--- src/rtl/xbus_pkg.sv ---
package xbus_pkg;

  typedef enum logic [2:0] {
    PH_IDLE = 3'd0,
    PH_ASU  = 3'd1,
    PH_ASL  = 3'd2,
    PH_AH   = 3'd3,
    PH_TURN = 3'd4,
    PH_DS   = 3'd5,
    PH_DH   = 3'd6,
    PH_REC  = 3'd7
  } phase_t;

  function automatic phase_t phase_after(phase_t p);
    case (p)
      PH_ASU:  return PH_ASL;
      PH_ASL:  return PH_AH;
      PH_AH:   return PH_TURN;
      PH_TURN: return PH_DS;
      PH_DS:   return PH_DH;
      PH_DH:   return PH_REC;
      default: return PH_IDLE;
    endcase
  endfunction

endpackage

--- src/rtl/xbus_phase_seq.sv ---
module xbus_phase_seq
  import xbus_pkg::*;
#(
  parameter int P_ASU  = 1,
  parameter int P_ASW  = 2,
  parameter int P_AH   = 1,
  parameter int P_TURN = 1,
  parameter int P_DSR  = 6,
  parameter int P_DSW  = 3,
  parameter int P_DH   = 1,
  parameter int P_REC  = 2,
  parameter int WAIT_W = 4,
  parameter int CNT_W  = 8
) (
  input  logic              clk,
  input  logic              rst_n,
  input  logic              start,
  input  logic              cur_wr,
  input  logic [WAIT_W-1:0] cur_wait,
  output phase_t            phase,
  output logic              ds_last
);

  logic [CNT_W-1:0] cnt;
  phase_t           nxt;

  function automatic logic [CNT_W-1:0] len_of(phase_t p, logic wr, logic [WAIT_W-1:0] wt);
    case (p)
      PH_ASU:  return CNT_W'(P_ASU);
      PH_ASL:  return CNT_W'(P_ASW);
      PH_AH:   return CNT_W'(P_AH);
      PH_TURN: return CNT_W'(P_TURN);
      PH_DS:   return (wr ? CNT_W'(P_DSW) : CNT_W'(P_DSR)) + CNT_W'(wt);
      PH_DH:   return CNT_W'(P_DH);
      PH_REC:  return CNT_W'(P_REC);
      default: return CNT_W'(1);
    endcase
  endfunction

  assign nxt     = phase_after(phase);
  assign ds_last = (phase == PH_DS) && (cnt == '0);

  always_ff @(posedge clk or negedge rst_n) begin
    if (!rst_n) begin
      phase <= PH_IDLE;
      cnt   <= '0;
    end else if (phase == PH_IDLE) begin
      if (start) begin
        phase <= PH_ASU;
        cnt   <= len_of(PH_ASU, cur_wr, cur_wait) - 1'b1;
      end
    end else if (cnt == '0) begin
      phase <= nxt;
      cnt   <= len_of(nxt, cur_wr, cur_wait) - 1'b1;
    end else begin
      cnt <= cnt - 1'b1;
    end
  end

  // an access never restarts without passing through idle
  p_start_from_idle_r2: assert property (@(posedge clk) disable iff (!rst_n)
    (phase == PH_ASU && $past(phase) != PH_ASU) |-> $past(phase) == PH_IDLE);

endmodule

--- src/rtl/xbus_req_hold.sv ---
module xbus_req_hold #(
  parameter int ADDR_W = 13,
  parameter int DATA_W = 8,
  parameter int WAIT_W = 4
) (
  input  logic              clk,
  input  logic              rst_n,
  input  logic              start,
  input  logic              in_wr,
  input  logic              in_dsp,
  input  logic [ADDR_W-1:0] in_addr,
  input  logic [DATA_W-1:0] in_wdata,
  input  logic [WAIT_W-1:0] in_wait,
  input  logic              ds_last,
  input  logic [DATA_W-1:0] lane_in,
  output logic              h_wr,
  output logic              h_dsp,
  output logic [ADDR_W-1:0] h_addr,
  output logic [DATA_W-1:0] h_wdata,
  output logic [WAIT_W-1:0] h_wait,
  output logic [DATA_W-1:0] rdata,
  output logic              done
);

  always_ff @(posedge clk or negedge rst_n) begin
    if (!rst_n) begin
      h_wr    <= 1'b0;
      h_dsp   <= 1'b0;
      h_addr  <= '0;
      h_wdata <= '0;
      h_wait  <= '0;
    end else if (start) begin
      h_wr    <= in_wr;
      h_dsp   <= in_dsp;
      h_addr  <= in_addr;
      h_wdata <= in_wdata;
      h_wait  <= in_wait;
    end
  end

  always_ff @(posedge clk or negedge rst_n) begin
    if (!rst_n) begin
      rdata <= '0;
      done  <= 1'b0;
    end else begin
      done <= ds_last;
      if (ds_last && !h_wr) rdata <= lane_in;
    end
  end

  // completion is a single-cycle pulse
  p_done_single_r7: assert property (@(posedge clk) disable iff (!rst_n)
    done |=> !done);

endmodule

--- src/rtl/xbus_ctrl.sv ---
module xbus_ctrl
  import xbus_pkg::*;
#(
  parameter int ADDR_W = 13,
  parameter int DATA_W = 8,
  parameter int WAIT_W = 4,
  parameter int P_ASU  = 1,
  parameter int P_ASW  = 2,
  parameter int P_AH   = 1,
  parameter int P_TURN = 1,
  parameter int P_DSR  = 6,
  parameter int P_DSW  = 3,
  parameter int P_DH   = 1,
  parameter int P_REC  = 2
) (
  input  logic                     clk,
  input  logic                     rst_n,
  input  logic                     req_valid,
  output logic                     req_ready,
  input  logic                     req_write,
  input  logic                     req_dspace,
  input  logic [ADDR_W-1:0]        req_addr,
  input  logic [DATA_W-1:0]        req_wdata,
  input  logic [WAIT_W-1:0]        req_wait,
  output logic                     rsp_done,
  output logic [DATA_W-1:0]        rsp_rdata,
  output logic [ADDR_W-DATA_W-1:0] bus_ahi,
  output logic [DATA_W-1:0]        bus_ad_out,
  output logic                     bus_ad_oe,
  input  logic [DATA_W-1:0]        bus_ad_in,
  output logic                     bus_as_n,
  output logic                     bus_ds_n,
  output logic                     bus_rw_n,
  output logic                     bus_dsel
);

  localparam int HI_W   = ADDR_W - DATA_W;
  localparam int MAXLEN = P_ASU + P_ASW + P_AH + P_TURN + P_DSR + P_DSW
                        + P_DH + P_REC + (1 << WAIT_W);
  localparam int CNT_W  = $clog2(MAXLEN + 1);

  phase_t              phase;
  logic                start, ds_last;
  logic                h_wr, h_dsp;
  logic [ADDR_W-1:0]   h_addr;
  logic [DATA_W-1:0]   h_wdata;
  logic [WAIT_W-1:0]   h_wait;
  logic                addr_drive, data_drive, active;

  assign req_ready = (phase == PH_IDLE);
  assign start     = req_valid && req_ready;

  xbus_req_hold #(
    .ADDR_W(ADDR_W), .DATA_W(DATA_W), .WAIT_W(WAIT_W)
  ) u_hold (
    .clk(clk), .rst_n(rst_n), .start(start),
    .in_wr(req_write), .in_dsp(req_dspace), .in_addr(req_addr),
    .in_wdata(req_wdata), .in_wait(req_wait),
    .ds_last(ds_last), .lane_in(bus_ad_in),
    .h_wr(h_wr), .h_dsp(h_dsp), .h_addr(h_addr), .h_wdata(h_wdata),
    .h_wait(h_wait), .rdata(rsp_rdata), .done(rsp_done)
  );

  xbus_phase_seq #(
    .P_ASU(P_ASU), .P_ASW(P_ASW), .P_AH(P_AH), .P_TURN(P_TURN),
    .P_DSR(P_DSR), .P_DSW(P_DSW), .P_DH(P_DH), .P_REC(P_REC),
    .WAIT_W(WAIT_W), .CNT_W(CNT_W)
  ) u_seq (
    .clk(clk), .rst_n(rst_n), .start(start),
    .cur_wr(h_wr), .cur_wait(h_wait),
    .phase(phase), .ds_last(ds_last)
  );

  // Pin decode from the registered phase
  assign addr_drive = (phase == PH_ASU) || (phase == PH_ASL) || (phase == PH_AH);
  assign data_drive = h_wr && ((phase == PH_TURN) || (phase == PH_DS) || (phase == PH_DH));
  assign active     = (phase != PH_IDLE) && (phase != PH_REC);

  assign bus_as_n   = (phase != PH_ASL);
  assign bus_ds_n   = (phase != PH_DS);
  assign bus_ad_oe  = addr_drive || data_drive;
  assign bus_ad_out = addr_drive ? h_addr[DATA_W-1:0] :
                      data_drive ? h_wdata : '0;
  assign bus_ahi    = active ? h_addr[ADDR_W-1:DATA_W] : HI_W'(0);
  assign bus_rw_n   = active ? !h_wr : 1'b1;
  assign bus_dsel   = active ? h_dsp : 1'b0;

  // the two strobes are never low together
  p_strobes_exclusive_r4: assert property (@(posedge clk) disable iff (!rst_n)
    !(!bus_as_n && !bus_ds_n));

  // an idle controller does not drive the lane
  p_idle_floats_r1: assert property (@(posedge clk) disable iff (!rst_n)
    req_ready |-> (!bus_ad_oe && bus_as_n && bus_ds_n));

  // no acceptance while the address strobe is out
  p_busy_not_ready_r2: assert property (@(posedge clk) disable iff (!rst_n)
    !bus_as_n |-> !req_ready);

  // the address is steady while the address strobe is low
  p_addr_steady_r3: assert property (@(posedge clk) disable iff (!rst_n)
    !bus_as_n |-> (bus_ad_oe && $stable(bus_ad_out) && $stable(bus_ahi)));

  // a read leaves the lane released under the data strobe
  p_read_floats_r4: assert property (@(posedge clk) disable iff (!rst_n)
    (!bus_ds_n && bus_rw_n) |-> !bus_ad_oe);

  // direction and space select do not move under the data strobe
  p_ctrl_steady_r9: assert property (@(posedge clk) disable iff (!rst_n)
    !bus_ds_n |-> ($stable(bus_rw_n) && $stable(bus_dsel)));

  // completion follows the data-strobe rise
  p_done_after_ds_r7: assert property (@(posedge clk) disable iff (!rst_n)
    rsp_done |-> (bus_ds_n && !$past(bus_ds_n)));

endmodule

--- config.mk ---
export PLATFORM = sky130hd
export DESIGN_NAME = xbus_ctrl
export DESIGN_NICKNAME = d
export VERILOG_FILES = /design/src/rtl/xbus_pkg.sv /design/src/rtl/xbus_phase_seq.sv /design/src/rtl/xbus_req_hold.sv /design/src/rtl/xbus_ctrl.sv
export SDC_FILE = /design/constraint.sdc
export NUM_CORES = 1
export LEC_CHECK = 0
export BUFFER_PORTS_ARGS = -buffer_cell sky130_fd_sc_hd__clkbuf_2
export CORE_MARGIN = 5
export CORE_UTILIZATION = 30
export CTS_CLUSTER_DIAMETER = 30
export DETAILED_ROUTE_END_ITERATION = 16
export PLACE_DENSITY = 0.51
export SLEW_MARGIN = 20
export SYNTH_ARGS = -nofsm -noshare
export SYNTH_HDL_FRONTEND = slang
export SYNTH_SLANG_ARGS = --single-unit
--- constraint.sdc ---
create_clock -name clk -period 2.98 [get_ports clk]
set_input_delay 0.447 -clock clk [delete_from_list [all_inputs] [get_ports clk]]
set_output_delay 0.447 -clock clk [all_outputs]
set_load 0.005 [all_outputs]
======== Word-level counts from Yosys, hierarchy flattened ========
Cells that the tools add are included.
operators by class
  div/mod/pow operators ................... 0
  reduce and logical (&&, ||, !) cells .... 17
  shift-type cells ........................ 0
  magnitude comparators ................... 0
  multiplexer cells ....................... 18
  eq/ne operators ......................... 13
  add/sub/neg operators ................... 4
  $mul .................................... 0
  bitwise gates (word level) .............. 0
operators by type and width
  cell                                                  number
  2-to-1 mux 6 bit                                      7
  one-hot mux 3 bit (6 select lines)                    1
  subtractor 6 x 1 -> 6 bit (second input constant)     3
  2-to-1 mux 8 bit                                      2
  equality test 3 bit (second input constant)           5
  2-to-1 mux 3 bit                                      4
  one-hot mux 6 bit (2 select lines)                    1
  equality test 3 x 2 -> 1 bit (second input constant)  3
  adder 6 x 4 -> 6 bit                                  1
  logical NOT 6 bit                                     1
  != test 3 bit (second input constant)                 2
  logical AND 1 bit                                     5
  logical OR 1 bit                                      5
  2-to-1 mux 5 bit                                      1
  equality test 3 x 1 -> 1 bit (second input constant)  1
  logical NOT 3 bit                                     1
  != test 3 x 2 -> 1 bit (second input constant)        1
  nonzero test 3 bit                                    1
  2-to-1 mux 1 bit                                      2
  != test 2 x 1 -> 1 bit (second input constant)        1
  AND reduction 2 bit                                   1
  nonzero test 2 bit                                    1
  OR reduction 2 bit                                    1
  logical NOT 1 bit                                     1
storage, ports and cells
  ROM bits ................................ 0
  memories ................................ 0
  bits in writable memories ............... 0
  output and inout bits ................... 28
  bits of input ports ..................... 38
  register bits ........................... 45
  bits in latches ......................... 0
  word-level logic and storage cells ...... 61

======== Depth between registers and ports, before layout ========
  depth after elaboration ................. 10
  mapped depth ............................ 11
  mapped depth without buffers ............ 11

======== Cells and area by module ========
Synthesis repeated with hierarchy kept, for this count alone.
second synthesis, totals
  cells, all modules ...................... 200
  area total of the unflattened synthesis .. 2454.9 um^2
modules (own cells, without submodules)
  module          cells an instance  area each (um^2)  sequential area each (um^2)  times used
  xbus_req_hold   76                 1468.9            900.9                        1
  xbus_phase_seq  78                 744.5             225.2                        1
  xbus_ctrl       46                 241.5             0.0                          1

======== Worst setup path before layout ========
No wires, ideal clock.
  path kind ............................... register to register
  start point ............................. register u_hold.h_wr
  end point ............................... register u_seq.cnt[4]
  buffers on the path ..................... 0
  slack ................................... 0.718 ns
  clock period less this slack ............ 2.262 ns
  cell stages (with the launch flop) ...... 12
  library setup time ...................... 0.069 ns
  data arrival time ....................... 2.193 ns
  required time ........................... 2.911 ns
  cells stage by stage .................... dfrtp_1 ha_1 inv_1 ha_1 nor2b_1 o22ai_1 a21oi_1 ha_1 nor2b_1 o21ai_0 or4_1 nand3_1
between the ends
  word-level cells in the longest chain between the ends .. 8
RTL lines
  item                                line                  source
  start, declared                     xbus_req_hold.sv:16   output logic h_wr,
  start signal, assigned              xbus_req_hold.sv:33   h_wr <= in_wr;
  2-to-1 mux 3 bit                    xbus_phase_seq.sv:33  PH_DS: return (wr ? CNT_W'(P_DSW) : CNT_W'(P_DSR)) + CNT_W'(wt);
  adder 6 x 4 -> 6 bit                xbus_phase_seq.sv:33
  one-hot mux 6 bit (2 select lines)  xbus_phase_seq.sv:28  case (p)
  2-to-1 mux 6 bit                    xbus_phase_seq.sv:52  end else if (cnt == '0) begin
  2-to-1 mux 6 bit                    xbus_phase_seq.sv:47  end else if (phase == PH_IDLE) begin
  subtractor 6 x 1 -> 6 bit           xbus_phase_seq.sv:54  cnt <= len_of(nxt, cur_wr, cur_wait) - 1'b1;
  2-to-1 mux 6 bit                    xbus_phase_seq.sv:52
  2-to-1 mux 6 bit                    xbus_phase_seq.sv:47
  end signal, assigned                xbus_phase_seq.sv:50  cnt <= len_of(PH_ASU, cur_wr, cur_wait) - 1'b1;
  end signal, assigned                xbus_phase_seq.sv:54
  end signal, assigned                xbus_phase_seq.sv:56  cnt <= cnt - 1'b1;
  end, declared                       xbus_phase_seq.sv:24  logic [CNT_W-1:0] cnt;
Every way passes these cells. The select of a mux whose other input is x is not followed.
A chain may end at the register's enable or synchronous reset.

======== Worst setup path after layout ========
  start point ............................. register u_seq.phase[2]
  end point ............................... output port bus_ahi[1]
between the ends
  word-level cells in the longest chain between the ends .. 3
  elaborated cells on any way between the ends .. 4
  those cells by class .................... 1 x eq/ne; 1 x mux; 2 x reduce/logical
RTL lines
  item                                                        line                  source
  start, declared                                             xbus_phase_seq.sv:20  output phase_t phase,
  start signal, assigned                                      xbus_phase_seq.sv:53  phase <= nxt;
  != test 3 bit / nonzero test 3 bit (equally long branches)  xbus_ctrl.sv:77       assign active = (phase != PH_IDLE) && (phase != PH_REC);
  logical AND 1 bit *                                         xbus_ctrl.sv:77
  2-to-1 mux 5 bit *                                          xbus_ctrl.sv:84       assign bus_ahi = active ? h_addr[ADDR_W-1:DATA_W] : HI_W'(0);
  end, declared                                               xbus_ctrl.sv:27       output logic [ADDR_W-DATA_W-1:0] bus_ahi,
Every way passes the cells marked *; elsewhere a longest branch is shown, timed or not.

==> run summary <==
Routing usage on met3 = 3.31%
Via count = 1672
Post-synth EDFFs = 0
Clock Path Buffers = 2
Ant. Diodes = 0
Clock Skew = 0.00700 ns
Largest net degree at the start of global routing = 35
IO Count = 66
Avg Inst Size Synth = 11.2 sq um
Fin crit period = 2.49 ns
Fill cells = 760
Starting density of the core = 31.0%
DRT Pass-1 Iters = 4
Die Y = 96.9 um
Run status = finished, final reports clean
Number of CTS-inserted buffers = 5
Clock transition at path regs = 0.09 ns
Die area = 9380 sq um
Worst path required time = 2.53 ns
Final Max Tran Viols = 0
First-pass GRT wire length = 8.60 mm
Critical path data arrival time = 2.04 ns
Global placer's final weighted congestion = 0.771
Worst setup EP type = primary output
Final ANT Viol Nets = 0
Worst hold path class = in2async
Worst Path Max Fanout = 12
Layout cells sized above 1 = 33.6%
Mapped Nets = 244
Met1 global-route usage = 14.4%
Sequential element share of the synthesized area = 49.8%
Nets = 307
CP Cell Sequence = or3_1 > inv_2 > nor2_1 > and2_1 > clkbuf_2
Post-CTS Resized = 0
Static leakage = 1.28 nW
GRT overflow = 0
CTS tree = built
Gr usage total = 11.0%
Setup TNS = 0 ns
RSZ-0062 raised after global routing = false
Total setup buffers inserted after CTS = 0
Max Clk Rate = 402 MHz
Worst-case vdd ir drop = 0.319 mV
CP bufs+invs = 2
Async set or reset register ratio after synthesis = 100%
Residual DRC count = 0
Max-Cap Viols = 0
Met2 usage = 17.4%
H-tree depth = 2
CTS sink cnt = 45
Synth warn = 0
Core Footprint = 7290 sq um
DRT iter0 DRCs = 71
DR WL/cell = 13.6 um
Vias in the first global route = 1685
Final period util = 83.4%
Synth top cells by count = dfrtp_1 (45), mux2_1 (25), nand2_1 (25)
Busiest grt layer = met2
Count leader, synth = dfrtp_1
Largest stage delay on the critical path = 0.55 ns
Crit Path Category = reg2out
Max-slew headroom = 69.8%
Routed wire length = 4.95 mm
Delay-heaviest family, CP = simple AND/OR/NAND/NOR gates
Distinct cells, synth = 46
Count of final setup violators = 0
Initial antenna violation count = 0
Total Power = 2.70 mW
Final Hold Viols = 0
Top cells by area, synth = dfrtp_1 (50%), mux2_1 (12%), nand2_1 (4.1%)
Top_reg_cell synth = dfrtp_1
Worst-Skew Late Latency = 0.29 ns
PortBufs = 65
CP Launch Type = register
Hpwl dp = 3.59 mm
Row cnt = 31
#FFs+latches synth = 45
Slowest-stage cell, CP = or3_1
Worst-margin pin slew = 0.447 ns
Pwr dens = 988 nW/um^2
Area grow syn2layout = 20.7%
Yosys top cell area share = 49.8%
Die extent in x = 96.9 um
Root Buffer Master = clkbuf_8
Cells after synthesis = 202
Synth area leader = dfrtp_1
Post-DR vias/cell = 4.59
Post-CTS Hold Buffers = 0
Post-Syn Area = 2260 sq um
[final cells by class]
class                           instances  area (sq um)  share of cell area (%)
Clock buffer                            6          82.6                    3.02
Clock inverter                          1          7.51                   0.275
Inverter                                5          18.8                   0.687
Multi-Input combinational cell        141          1030                    37.8
Sequential cell                        45          1130                    41.2
Tap cell                               99           124                    4.54
Timing Repair Buffer                   67           340                    12.5
[registers in the layout, summed over array words and instances, names as in the netlist, 3 cells and up]
| name | cells |
|---|---|
| u_hold.h_addr | 13 |
| u_hold.h_wdata | 8 |
| u_hold.rdata | 8 |
| u_seq.cnt | 6 |
| u_hold.h_wait | 4 |
| u_seq.phase | 3 |
[worst paths after layout]
check / startpoint / to / slack [ns] / cells after the start
worst max register to register: u_hold.h_wr / u_seq.cnt[4] / 0.50 / 11
max in group asynchronous: rst_n / u_hold.rdata[6] / 2.23 / 2
worst min-delay path: rst_n / u_hold.h_wdata[1] / 0.02 / 1
worst min register to register: u_hold.h_addr[9] / u_hold.h_addr[9] / 0.48 / 1
min in group clk: req_addr[11] / u_hold.h_addr[11] / 0.36 / 2
worst max-delay path: u_seq.phase[2] / bus_ahi[1] / 0.49 / 5
[layout by cell type, fill, tap and decap left out, types with 2 or more instances in the layout]
cell and instances:
o22a_1 2, o21ai_0 10, nor3_1 2, nand2b_1 2, nand3b_1 3, mux2_2 8, buf_4 2, clkbuf_8 6
nor2_1 7, and2_1 6, mux2_1 25, or2_2 2, nand3_1 2, dfrtp_1 45, xnor2_1 3, o22ai_1 9
o31ai_1 2, a21oi_1 3, nand2_1 25, clkbuf_2 65, ha_1 4, o21bai_1 2, a22o_1 2, inv_1 4
nor2b_1 4
[where the power goes]
group | internal (mW) | switching [mW] | total, mW
Clock | 0.184 | 0.205 | 0.388
Sequential | 0.886 | 0.200 | 1.09
Combinational | 0.607 | 0.618 | 1.22
[stage by stage]
stage | cells | util [%] | area (sq um) | worst slack (ns) | hold slack, ns
CTS | 364 | 37.5 | 2730 | 0.476 | 0.0306
global route | 364 | 37.5 | 2730 | 0.290 | 0.0426
global placement | 357 | 36.2 | 2640 | 0.583 | 0.354
detailed placement | 357 | 36.2 | 2640 | 0.534 | 0.356
finish | 364 | 37.5 | 2730 | 0.494 | 0.0226
floorplan | 202 | - | 2260 | 0.718 | 0.151
[cell families after synthesis]
group                    synth area share [%]
AND/OR/NAND/NOR                          15.3
flip-flops                               49.8
AO/OA/AOI/OAI                            10.1
multiplexers                             16.9
buffers and inverters                    4.64
adder cells (fa/ha/maj)                  2.21
XOR/XNOR                                 1.16
[routing by layer]
metal	wire, um	part of all wire [%]
met2	2320	47
met3	252	5.1
met4	61	1.2
met1	2310	47
met5	0	0
Note: power is estimated with default switching activity, not from simulation.
